### src/rtl/flash_seq_pkg.sv
// Shared types for the flash operation sequencer.
// Assumes: the status-read opcode and busy flag position are fixed by the flash family.
package flash_seq_pkg;

    typedef enum logic [2:0] {
        SQ_IDLE,
        SQ_ISSUE,
        SQ_WAIT,
        SQ_GAP,
        SQ_FIN
    } seq_state_t;

    typedef enum logic [1:0] {
        FRM_WREN,
        FRM_MAIN,
        FRM_POLL
    } frame_kind_t;

    typedef enum logic [1:0] {
        OPST_OK      = 2'd0,
        OPST_BUS_ERR = 2'd1,
        OPST_TIMEOUT = 2'd2
    } op_status_t;

    localparam logic [7:0] STATUS_READ_OP = 8'h05;
    localparam int         BUSY_BIT       = 0;

endpackage

### src/rtl/flash_seq_gap.sv
// Chip-select gap timer: after a load pulse, expired rises once GAP_CYCLES
// cycles have passed (counting the first cycle after the load edge).
// Assumes: GAP_CYCLES >= 1.
module flash_seq_gap #(
    parameter int GAP_CYCLES = 4
) (
    input  logic clk,
    input  logic rst_n,
    input  logic load,
    output logic expired
);
    localparam int CW = (GAP_CYCLES < 2) ? 1 : $clog2(GAP_CYCLES);

    logic [CW-1:0] cnt_q;

    // Down-counter reloaded at the start of every gap.
    always_ff @(posedge clk) begin
        if (!rst_n)
            cnt_q <= '0;
        else if (load)
            cnt_q <= CW'(GAP_CYCLES - 1);
        else if (cnt_q != '0)
            cnt_q <= cnt_q - CW'(1);
    end

    assign expired = (cnt_q == '0);

endmodule

### src/rtl/flash_seq_deadline.sv
// Poll deadline: counts cycles since the last clear and saturates at LIMIT.
// Assumes: the owner clears it at the moment the deadline window opens.
module flash_seq_deadline #(
    parameter int LIMIT = 250_000_000
) (
    input  logic clk,
    input  logic rst_n,
    input  logic clear,
    output logic expired
);
    localparam int CW = $clog2(LIMIT + 1);

    logic [CW-1:0] cnt_q;

    // Saturating up-counter of elapsed cycles.
    always_ff @(posedge clk) begin
        if (!rst_n)
            cnt_q <= '0;
        else if (clear)
            cnt_q <= '0;
        else if (cnt_q != CW'(LIMIT))
            cnt_q <= cnt_q + CW'(1);
    end

    assign expired = (cnt_q == CW'(LIMIT));

endmodule

### src/rtl/flash_seq_ctrl.sv
// Frame sequencer: steps through the optional write-enable frame, the main
// frame and the status-poll frames, one engine byte at a time, and owns
// chip select, buffer addressing and the result code.
// Assumes: the main frame has at least one byte; the engine answers every
// byte_start with one done pulse no earlier than the next cycle.
module flash_seq_ctrl
    import flash_seq_pkg::*;
#(
    parameter int LEN_W = 8
) (
    input  logic             clk,
    input  logic             rst_n,
    input  logic             start,
    input  logic             flag_wren,
    input  logic             flag_poll,
    input  logic [LEN_W-1:0] tx_len,
    input  logic [LEN_W-1:0] rx_len,
    output logic [LEN_W-1:0] tx_addr,
    input  logic [7:0]       tx_data,
    output logic             rx_we,
    output logic [LEN_W-1:0] rx_addr,
    output logic [7:0]       rx_data,
    output logic             eng_start,
    output logic [7:0]       eng_tx,
    input  logic             eng_done,
    input  logic [7:0]       eng_rx,
    input  logic             eng_err,
    output logic             cs_n,
    output logic             done,
    output logic [1:0]       status,
    output logic             gap_load,
    input  logic             gap_done,
    output logic             dl_clear,
    input  logic             dl_expired
);
    seq_state_t       state_q, state_d;
    frame_kind_t      frm_q;
    logic [LEN_W-1:0] left_tx_q, left_rx_q, tx_ptr_q, rx_ptr_q;
    logic [LEN_W-1:0] main_tx_q, main_rx_q;
    logic             poll_en_q, cs_n_q;
    op_status_t       status_q;

    logic in_tx, byte_ok, frame_last, still_busy;

    assign in_tx      = (left_tx_q != '0);
    assign byte_ok    = (state_q == SQ_WAIT) && eng_done && !eng_err;
    assign frame_last = in_tx ? (left_tx_q == LEN_W'(1) && left_rx_q == '0)
                              : (left_rx_q == LEN_W'(1));
    assign still_busy = eng_rx[BUSY_BIT];

    // Next-state selection for the frame sequence.
    always_comb begin
        state_d = state_q;
        case (state_q)
            SQ_IDLE:  if (start) state_d = SQ_ISSUE;
            SQ_ISSUE: state_d = SQ_WAIT;
            SQ_WAIT: begin
                if (eng_done) begin
                    if (eng_err)
                        state_d = SQ_FIN;
                    else if (!frame_last)
                        state_d = SQ_ISSUE;
                    else begin
                        case (frm_q)
                            FRM_WREN: state_d = SQ_GAP;
                            FRM_MAIN: state_d = poll_en_q ? SQ_GAP : SQ_FIN;
                            default:  state_d = (!still_busy || dl_expired) ? SQ_FIN : SQ_GAP;
                        endcase
                    end
                end
            end
            SQ_GAP:   if (gap_done) state_d = SQ_ISSUE;
            default:  state_d = SQ_IDLE;
        endcase
    end

    assign gap_load  = (state_q == SQ_WAIT) && (state_d == SQ_GAP);
    assign dl_clear  = byte_ok && frame_last && (frm_q == FRM_MAIN);
    assign eng_start = (state_q == SQ_ISSUE);
    assign eng_tx    = !in_tx ? 8'h00 : ((frm_q == FRM_POLL) ? STATUS_READ_OP : tx_data);
    assign tx_addr   = tx_ptr_q;
    assign rx_we     = byte_ok && !in_tx && (frm_q == FRM_MAIN);
    assign rx_addr   = rx_ptr_q;
    assign rx_data   = eng_rx;
    assign cs_n      = cs_n_q;
    assign done      = (state_q == SQ_FIN);
    assign status    = status_q;

    // State, frame counters, pointers, chip select and result register.
    always_ff @(posedge clk) begin
        if (!rst_n) begin
            state_q   <= SQ_IDLE;
            frm_q     <= FRM_MAIN;
            left_tx_q <= '0;
            left_rx_q <= '0;
            tx_ptr_q  <= '0;
            rx_ptr_q  <= '0;
            main_tx_q <= '0;
            main_rx_q <= '0;
            poll_en_q <= 1'b0;
            cs_n_q    <= 1'b1;
            status_q  <= OPST_OK;
        end else begin
            state_q <= state_d;
            cs_n_q  <= !((state_d == SQ_ISSUE) || (state_d == SQ_WAIT));
            if (state_q == SQ_IDLE && start) begin
                poll_en_q <= flag_poll;
                main_tx_q <= tx_len - LEN_W'(flag_wren);
                main_rx_q <= rx_len;
                tx_ptr_q  <= '0;
                rx_ptr_q  <= '0;
                frm_q     <= flag_wren ? FRM_WREN : FRM_MAIN;
                left_tx_q <= flag_wren ? LEN_W'(1) : tx_len;
                left_rx_q <= flag_wren ? '0 : rx_len;
            end
            if (byte_ok) begin
                if (in_tx) begin
                    left_tx_q <= left_tx_q - LEN_W'(1);
                    if (frm_q != FRM_POLL) tx_ptr_q <= tx_ptr_q + LEN_W'(1);
                end else begin
                    left_rx_q <= left_rx_q - LEN_W'(1);
                    if (frm_q == FRM_MAIN) rx_ptr_q <= rx_ptr_q + LEN_W'(1);
                end
                if (frame_last && state_d == SQ_GAP) begin
                    if (frm_q == FRM_WREN) begin
                        frm_q     <= FRM_MAIN;
                        left_tx_q <= main_tx_q;
                        left_rx_q <= main_rx_q;
                    end else begin
                        frm_q     <= FRM_POLL;
                        left_tx_q <= LEN_W'(1);
                        left_rx_q <= LEN_W'(1);
                    end
                end
            end
            if (state_q == SQ_WAIT && eng_done && state_d == SQ_FIN) begin
                if (eng_err)
                    status_q <= OPST_BUS_ERR;
                else if (frm_q == FRM_POLL && still_busy)
                    status_q <= OPST_TIMEOUT;
                else
                    status_q <= OPST_OK;
            end
        end
    end

endmodule

### src/rtl/flash_op_seq.sv
// Flash operation sequencer top: joins the frame controller with the
// chip-select gap timer and the poll deadline counter.
// Assumes: buffers give read data in the same cycle as the address.
module flash_op_seq #(
    parameter int LEN_W          = 8,
    parameter int GAP_CYCLES     = 4,
    parameter int TIMEOUT_CYCLES = 250_000_000
) (
    input  logic             clk,
    input  logic             rst_n,
    input  logic             op_start,
    input  logic             op_wren,
    input  logic             op_poll,
    input  logic [LEN_W-1:0] op_tx_len,
    input  logic [LEN_W-1:0] op_rx_len,
    output logic [LEN_W-1:0] buf_tx_addr,
    input  logic [7:0]       buf_tx_data,
    output logic             buf_rx_we,
    output logic [LEN_W-1:0] buf_rx_addr,
    output logic [7:0]       buf_rx_data,
    output logic             byte_start,
    output logic [7:0]       byte_tx,
    input  logic             byte_done,
    input  logic [7:0]       byte_rx,
    input  logic             byte_err,
    output logic             spi_cs_n,
    output logic             op_done,
    output logic [1:0]       op_status
);
    logic gap_load, gap_done, dl_clear, dl_expired;

    flash_seq_ctrl #(.LEN_W(LEN_W)) u_ctrl (
        .clk        (clk),
        .rst_n      (rst_n),
        .start      (op_start),
        .flag_wren  (op_wren),
        .flag_poll  (op_poll),
        .tx_len     (op_tx_len),
        .rx_len     (op_rx_len),
        .tx_addr    (buf_tx_addr),
        .tx_data    (buf_tx_data),
        .rx_we      (buf_rx_we),
        .rx_addr    (buf_rx_addr),
        .rx_data    (buf_rx_data),
        .eng_start  (byte_start),
        .eng_tx     (byte_tx),
        .eng_done   (byte_done),
        .eng_rx     (byte_rx),
        .eng_err    (byte_err),
        .cs_n       (spi_cs_n),
        .done       (op_done),
        .status     (op_status),
        .gap_load   (gap_load),
        .gap_done   (gap_done),
        .dl_clear   (dl_clear),
        .dl_expired (dl_expired)
    );

    flash_seq_gap #(.GAP_CYCLES(GAP_CYCLES)) u_gap (
        .clk     (clk),
        .rst_n   (rst_n),
        .load    (gap_load),
        .expired (gap_done)
    );

    flash_seq_deadline #(.LIMIT(TIMEOUT_CYCLES)) u_deadline (
        .clk     (clk),
        .rst_n   (rst_n),
        .clear   (dl_clear),
        .expired (dl_expired)
    );

endmodule

### config.mk
export PLATFORM = sky130hd
export DESIGN_NAME = flash_op_seq
export DESIGN_NICKNAME = d
export VERILOG_FILES = /design/src/rtl/flash_seq_pkg.sv /design/src/rtl/flash_seq_gap.sv /design/src/rtl/flash_seq_deadline.sv /design/src/rtl/flash_seq_ctrl.sv /design/src/rtl/flash_op_seq.sv
export SDC_FILE = /design/constraint.sdc
export NUM_CORES = 1
export LEC_CHECK = 0
export ABC_CLOCK_PERIOD_IN_PS = 7180
export BUFFER_PORTS_ARGS = -buffer_cell sky130_fd_sc_hd__buf_4
export CAP_MARGIN = 20
export CORE_MARGIN = 2
export CORE_UTILIZATION = 45
export DETAILED_ROUTE_END_ITERATION = 6
export PLACE_DENSITY = 0.69
export REMOVE_ABC_BUFFERS = 1
export SYNTH_ARGS = -nofsm -noshare
export SYNTH_HDL_FRONTEND = slang
export SYNTH_HIERARCHICAL = 1
export SYNTH_SLANG_ARGS = --single-unit
### constraint.sdc
create_clock -name clk -period 7.18 [get_ports clk]
set_input_delay 0.359 -clock clk [delete_from_list [all_inputs] [get_ports clk]]
set_output_delay 0.359 -clock clk [all_outputs]
set_load 0.02 [all_outputs]
Word level (Yosys, flattened, before mapping)
Cells that the tools add are included.

Equality and inequality tests: 15. Shift-type cells: 0. Muxes and demuxes: 41. Magnitude comparators: 0. Reduce and logical (&&, ||, !) cells: 26. $add $sub $neg: 7. Bitwise operators: 1. Div/mod/pow operators: 0. Multipliers: 0.

Operators by type and width (number): two-way mux 8 bit (22); adder 28 x 1 -> 28 bit, second input constant (1); == test 28 bit, second input constant (1); != test 28 bit, second input constant (1); two-way mux 3 bit (7); adder 8 x 1 -> 8 bit, second input constant (2); == test 8 x 1 -> 1 bit, second input constant (2); two-way mux 2 bit (8); subtractor 8 x 1 -> 8 bit, second input constant (2); == test 3 x 2 -> 1 bit, second input constant (4); logical AND 1 bit (12); one-hot mux 3 bit (4 select lines) (1); logical NOT 8 bit (1); nonzero test 8 bit (1); subtractor 8 x 1 -> 8 bit (1); == test 3 x 1 -> 1 bit, second input constant (2); == test 3 bit, second input constant (2); one-hot mux 3 bit (2 select lines) (1); logical NOT 1 bit (4); logical NOT 2 bit (2); nonzero test 2 bit (2); logical NOT 3 bit (1); == test 2 x 1 -> 1 bit, second input constant (1); == test 2 bit, second input constant (1); other kinds (6) (8).

Bits in read-only memories: 0. Logic and storage cells: 103. Memories kept: 0. Input bits: 39. Memory bits (writable): 0. Bits in latches: 0. Flip-flop bits (word level): 87. Output and inout bits: 38.

Depth between registers and ports, before layout
Word-level depth: 12. Gate-level depth with buffers: 13. Mapped depth without buffers: 11.

Modules after synthesis
The synthesis kept the hierarchy.

Modules (own cells, without submodules): flash_seq_ctrl (instances 1, cells an instance 468, area each 3504.6 sq um, seq. area each 1141.1 sq um); flash_seq_deadline (instances 1, cells an instance 174, area each 1475.2 sq um, seq. area each 560.5 sq um); flash_seq_gap (instances 1, cells an instance 9, area each 93.8 sq um, seq. area each 40.0 sq um).

Worst setup path after synthesis
OpenSTA, ideal clock, no wires.

Path kind: register -> register. Start point: reg u_deadline.cnt_q[0]. End point: reg u_ctrl.left_tx_q[4]. Data arrival time: 2493 ps. Clock period less this slack: 2567 ps. Buffers on the path: 1. Setup slack: 4613 ps. Stages on the path, launching flop included: 13. Setup time: 74 ps. Data required time: 7106 ps. Cell sequence: dfxtp_1 -> inv_1 -> ha_1 -> nand4bb_1 -> or3_1 -> nor2_1 -> nand4bb_1 -> o31ai_1 -> a31o_2 -> nand3_1 -> clkbuf_1 -> o311ai_0 -> a31oi_1.

Longest elaborated chain between the ends: 12.

RTL lines: start, declared (line flash_seq_deadline.sv:13) `logic [CW-1:0] cnt_q;`; start signal, assigned (line flash_seq_deadline.sv:22) `cnt_q <= cnt_q + CW'(1);`; == test 28 bit (line flash_seq_deadline.sv:25) `assign expired = (cnt_q == CW'(LIMIT));`; net dl_expired (line flash_op_seq.sv:30) `logic gap_load, gap_done, dl_clear, dl_expired;`; logical OR 1 bit (line flash_seq_ctrl.sv:67) `default: state_d = (!still_busy || dl_expired) ? SQ_FIN : SQ_GAP;`; two-way mux 3 bit (line flash_seq_ctrl.sv:67); one-hot mux 3 bit (2 select lines) (line flash_seq_ctrl.sv:64) `case (frm_q)`; two-way mux 3 bit (line flash_seq_ctrl.sv:61) `else if (!frame_last)`; two-way mux 3 bit (line flash_seq_ctrl.sv:59) `if (eng_err)`; two-way mux 3 bit (line flash_seq_ctrl.sv:58) `if (eng_done) begin`; one-hot mux 3 bit (4 select lines) (line flash_seq_ctrl.sv:54) `case (state_q)`; == test 3 x 2 -> 1 bit (line flash_seq_ctrl.sv:124) `if (frame_last && state_d == SQ_GAP) begin`; logical AND 1 bit (line flash_seq_ctrl.sv:124); two-way mux 8 bit (line flash_seq_ctrl.sv:124); two-way mux 8 bit (line flash_seq_ctrl.sv:116) `if (byte_ok) begin`; end signal, assigned (line flash_seq_ctrl.sv:113) `left_tx_q <= flag_wren ? LEN_W'(1) : tx_len;`; end signal, assigned (line flash_seq_ctrl.sv:118) `left_tx_q <= left_tx_q - LEN_W'(1);`; end signal, assigned (line flash_seq_ctrl.sv:127) `left_tx_q <= main_tx_q;`; end, declared (line flash_seq_ctrl.sv:38) `logic [LEN_W-1:0] left_tx_q, left_rx_q, tx_ptr_q, rx_ptr_q;`.

The timed path passes the listed nets, and every way through them passes these cells. A chain may end at the register's enable or synchronous reset.

Worst setup path after layout
Start point: reg u_ctrl.left_tx_q[0]. End point: out buf_rx_we.

Longest elaborated chain between the ends: 4.

RTL lines: nonzero test 8 bit (line flash_seq_ctrl.sv:45) `assign in_tx = (left_tx_q != '0);`; logical NOT 1 bit; logical AND 1 bit (2 in a row) (line flash_seq_ctrl.sv:82) `assign rx_we = byte_ok && !in_tx && (frm_q == FRM_MAIN);`; end, declared (line flash_op_seq.sv:18) `output logic buf_rx_we,`.

Every way passes these cells.

==> summary.txt <==
Pwr
  – Power Density: 221 mW/mm^2
  – Clock power share: 37.6%
  – P_sw: about 0.37 mW
  – Peak supply drop: 0.149 mV
  – Switch share: 28.9%
  – Comb pwr share: 21.3%
  – Leakage power: approximately 2.3 nW
  – Internal Power: between 0.9 and 1 mW
  – Reg power frac: 41.1%

Timing
  – Final hold vios: 0
  – Headroom to the max-slew limit: 32.7%
  – Worst-margin pin slew: ~1 ns
  – Hold WS: 0.261 ns
  – Skew final: between 0.004 and 0.005 ns
  – RSZ-0062 raised after global routing: no
  – Tcrit/Tclk final: 42.4%
  – Final setup TNS: 0 ns
  – Final setup fails: 0
  – Max Clock Freq: roughly 0.33 GHz
  – Final max-slew violation count: 0
  – Min cycle time layout: 3.05 ns

Run status
  – Outcome: completed

Floorplan
  – Core area: 0.0109 mm^2
  – Die Wd: 110 um
  – Initial Util: 46.4%
  – Die Y: 110 um
  – Full die area: 0.0121 mm^2
  – Row count: 38
  – # IOs: 77

Critical path
  – Critical Path Fanout Max: 21
  – Critical path class: flip-flop to primary output
  – CP startpoint kind: flip-flop
  – Worst setup EP type: primary output
  – Critical Path RT: 6.82 ns
  – CP arrival: 2.69 ns

Drt
  – DR DRC count: 0
  – Vias: a little under 5,000
  – Via-to-Cell Ratio: between 5 and 6
  – Total length of routed wires: 12.9 mm
  – Pre-Repair DR Iteration Count: 4
  – Post-DRT Antenna Nets: 0
  – Wire length per cell: 15.5 um
  – DRT iter0 DRCs: 330

Worst hold path
  – Hold crit path type: primary input to flip-flop

Synth
  – Yosys warning total: 6
  – Sequential-to-total area share from yosys stat: 34.3%
  – Cells after Synth: around 650
  – Primary FF master, synth: dfxtp_1
  – Post-synth EDFFs: 0
  – Average size of a mapped cell: 7.79 um^2
  – Leading post-synthesis cells by cell area: dfxtp_1, a21oi_1, nor2_1, nand2_1, nand3_1
  – Post-synth ARST share: 0%
  – Synth top area share: ~34%
  – Post-Syn Area: slightly above 0.005 mm^2
  – Post-synth top area cell: dfxtp_1
  – FF+latch count, synth: 87
  – Distinct cells, synth: 65

Clock tree
  – CTS Sinks: 87
  – PostCTS Resize Cnt: 0
  – Post-CTS Hold Fix Bufs: 0
  – H-tree depth: 3
  – Clock Latency Late Sink: between 0.3 and 0.4 ns
  – TritonCTS Buffers: 9
  – Clock Pin Slew Worst Setup and Hold Paths: 0.06 ns
  – Clock root cell: clkbuf_16
  – Clock buffer depth: 2
  – CTS tree: built
  – Post-CTS Setup Bufs: 0

Layout
  – P&R area growth vs syn: 15.6%
  – Ant diodes: 0
  – Design area: 0.00586 mm^2
  – # nets final: 738
  – Fin util: around 54%
  – Share of post-route cells with drive strength above 1: 14.5%

Place
  – Port Buf Inserts: 62
  – Placed cell areas: 0.00554 mm^2
  – Final Wtd Congestion: 0.833
  – Detail Placement HPWL: 8.86 mm

Global route
  – First-pass GRT wire length: about 21 mm
  – Initial antenna violation count: 0
  – Largest net degree at the start of global routing: 51
  – Total track usage: between 20 and 25%
  – Total gr overflow: 0
  – Vias in the first global route: between 4,000 and 5,000

Job
  – Max_cap viols: 0
==> routing by layer <==
layer | vias up | GRT usage, % | wire, um | share of wire (%)
met5 | - | 0 | 0 | 0
li1 | 2447 | - | - | -
met1 | 2270 | 30.2 | 5890 | 46
met3 | 21 | 4.00 | 702 | 5.5
met2 | 138 | 35.1 | 6050 | 47
met4 | 0 | 9.02 | 233 | 1.8
==> registers in the layout, indices dropped and copies added (netlist names), 3 cells and up <==
name,count
u_deadline/cnt_q,28
u_ctrl/left_rx_q,8
u_ctrl/left_tx_q,8
u_ctrl/main_rx_q,8
u_ctrl/main_tx_q,8
u_ctrl/rx_addr,8
u_ctrl/tx_addr,8
u_ctrl/state_q,3
==> Yosys cell counts (8+ instances only) <==
| cell | count |
|---|---|
| dfxtp_1 | 87 |
| nor2_1 | 70 |
| nand2_1 | 69 |
| a21oi_1 | 57 |
| nand3_1 | 38 |
| clkbuf_1 | 28 |
| inv_1 | 20 |
| o21ai_0 | 20 |
| a31oi_1 | 18 |
| and3_1 | 16 |
| a211oi_1 | 15 |
| ha_1 | 14 |
| nor3_1 | 13 |
| o31ai_1 | 13 |
| xor2_1 | 13 |
| or4_1 | 12 |
| buf_4 | 9 |
| nand4_1 | 9 |
| xnor2_1 | 9 |
| nor4_1 | 8 |
==> placed cells by master, fill, tap and decap left out, types with 6 or more instances in the layout <==
cell and n:
a21oi_1 57, and4_1 6, o31ai_1 13, xnor2_1 9, and3_1 16, or4_1 12
nor2b_1 6, clkbuf_16 9, nand2_1 69, o211ai_1 7, ha_1 14, xor2_1 13
buf_4 66, or3_1 7, a31oi_1 18, nand4_1 9, dfxtp_1 87, nor3_1 13
nor2_1 70, o21ai_0 20, nor4_1 8, inv_1 20, a211oi_1 15, nand3_1 38
a21o_1 6, mux2i_1 6
==> final timing paths <==
path	slack [ns]	cells after the start	from	to
worst max register to register	4.23	11	u_deadline/cnt_q[0]	u_ctrl/left_rx_q[6]
worst min-delay path	0.26	3	op_poll	u_ctrl/poll_en_q
worst min register to register	0.46	2	u_ctrl/main_rx_q[1]	u_ctrl/main_rx_q[1]
worst max-delay path	4.13	6	u_ctrl/left_tx_q[0]	buf_rx_we
==> cell type report <==
type                    count  area, um^2
clock inverters             3        40.0
clock buffers              13         270
flip-flops and latches     87        1740
multi-input cells         500        3060
fillers                  1075        5070
inverters                  20        75.1
repair buffers             67         507
well taps                 140         175
==> power by group through the flow <==
stage / combinational (mW) / clock [mW] / sequential, mW
floorplan: 0.195 / 0 / 0.538
global placement: 0.266 / 0 / 0.542
detailed placement: 0.273 / 0 / 0.543
CTS: 0.275 / 0.499 / 0.532
global route: 0.311 / 0.519 / 0.537
finish: 0.276 / 0.487 / 0.533
==> worst max-delay path, cell delays in order (launching register included) <==
cell and delay (ns):
dfxtp_1 0.34, inv_1 0.12, ha_1 0.21, or4b_4 0.50
or2_4 0.36, nor4_4 0.55, buf_4 0.25
==> per-stage QoR <==
stage	std cells	setup WS, ns	total power [mW]
after floorplan	607	1.80	0.733
after global placement	813	4.31	0.808
after detailed placement	813	4.20	0.816
after CTS	829	4.13	1.31
after global routing	830	3.87	1.37
final	830	4.13	1.30
==> cell families after synthesis <==
group	Yosys count	synth area share, %
DFF	87	34.3
xor gates and xnor gates	22	3.80
adders and majority gates	14	3.45
AOI/OAI and AO/OA	163	20.5
muxes	8	1.63
buffers and inverters	64	5.62
and+or+nand+nor	293	30.7
No activity file was read; power rests on OpenSTA's default activity.
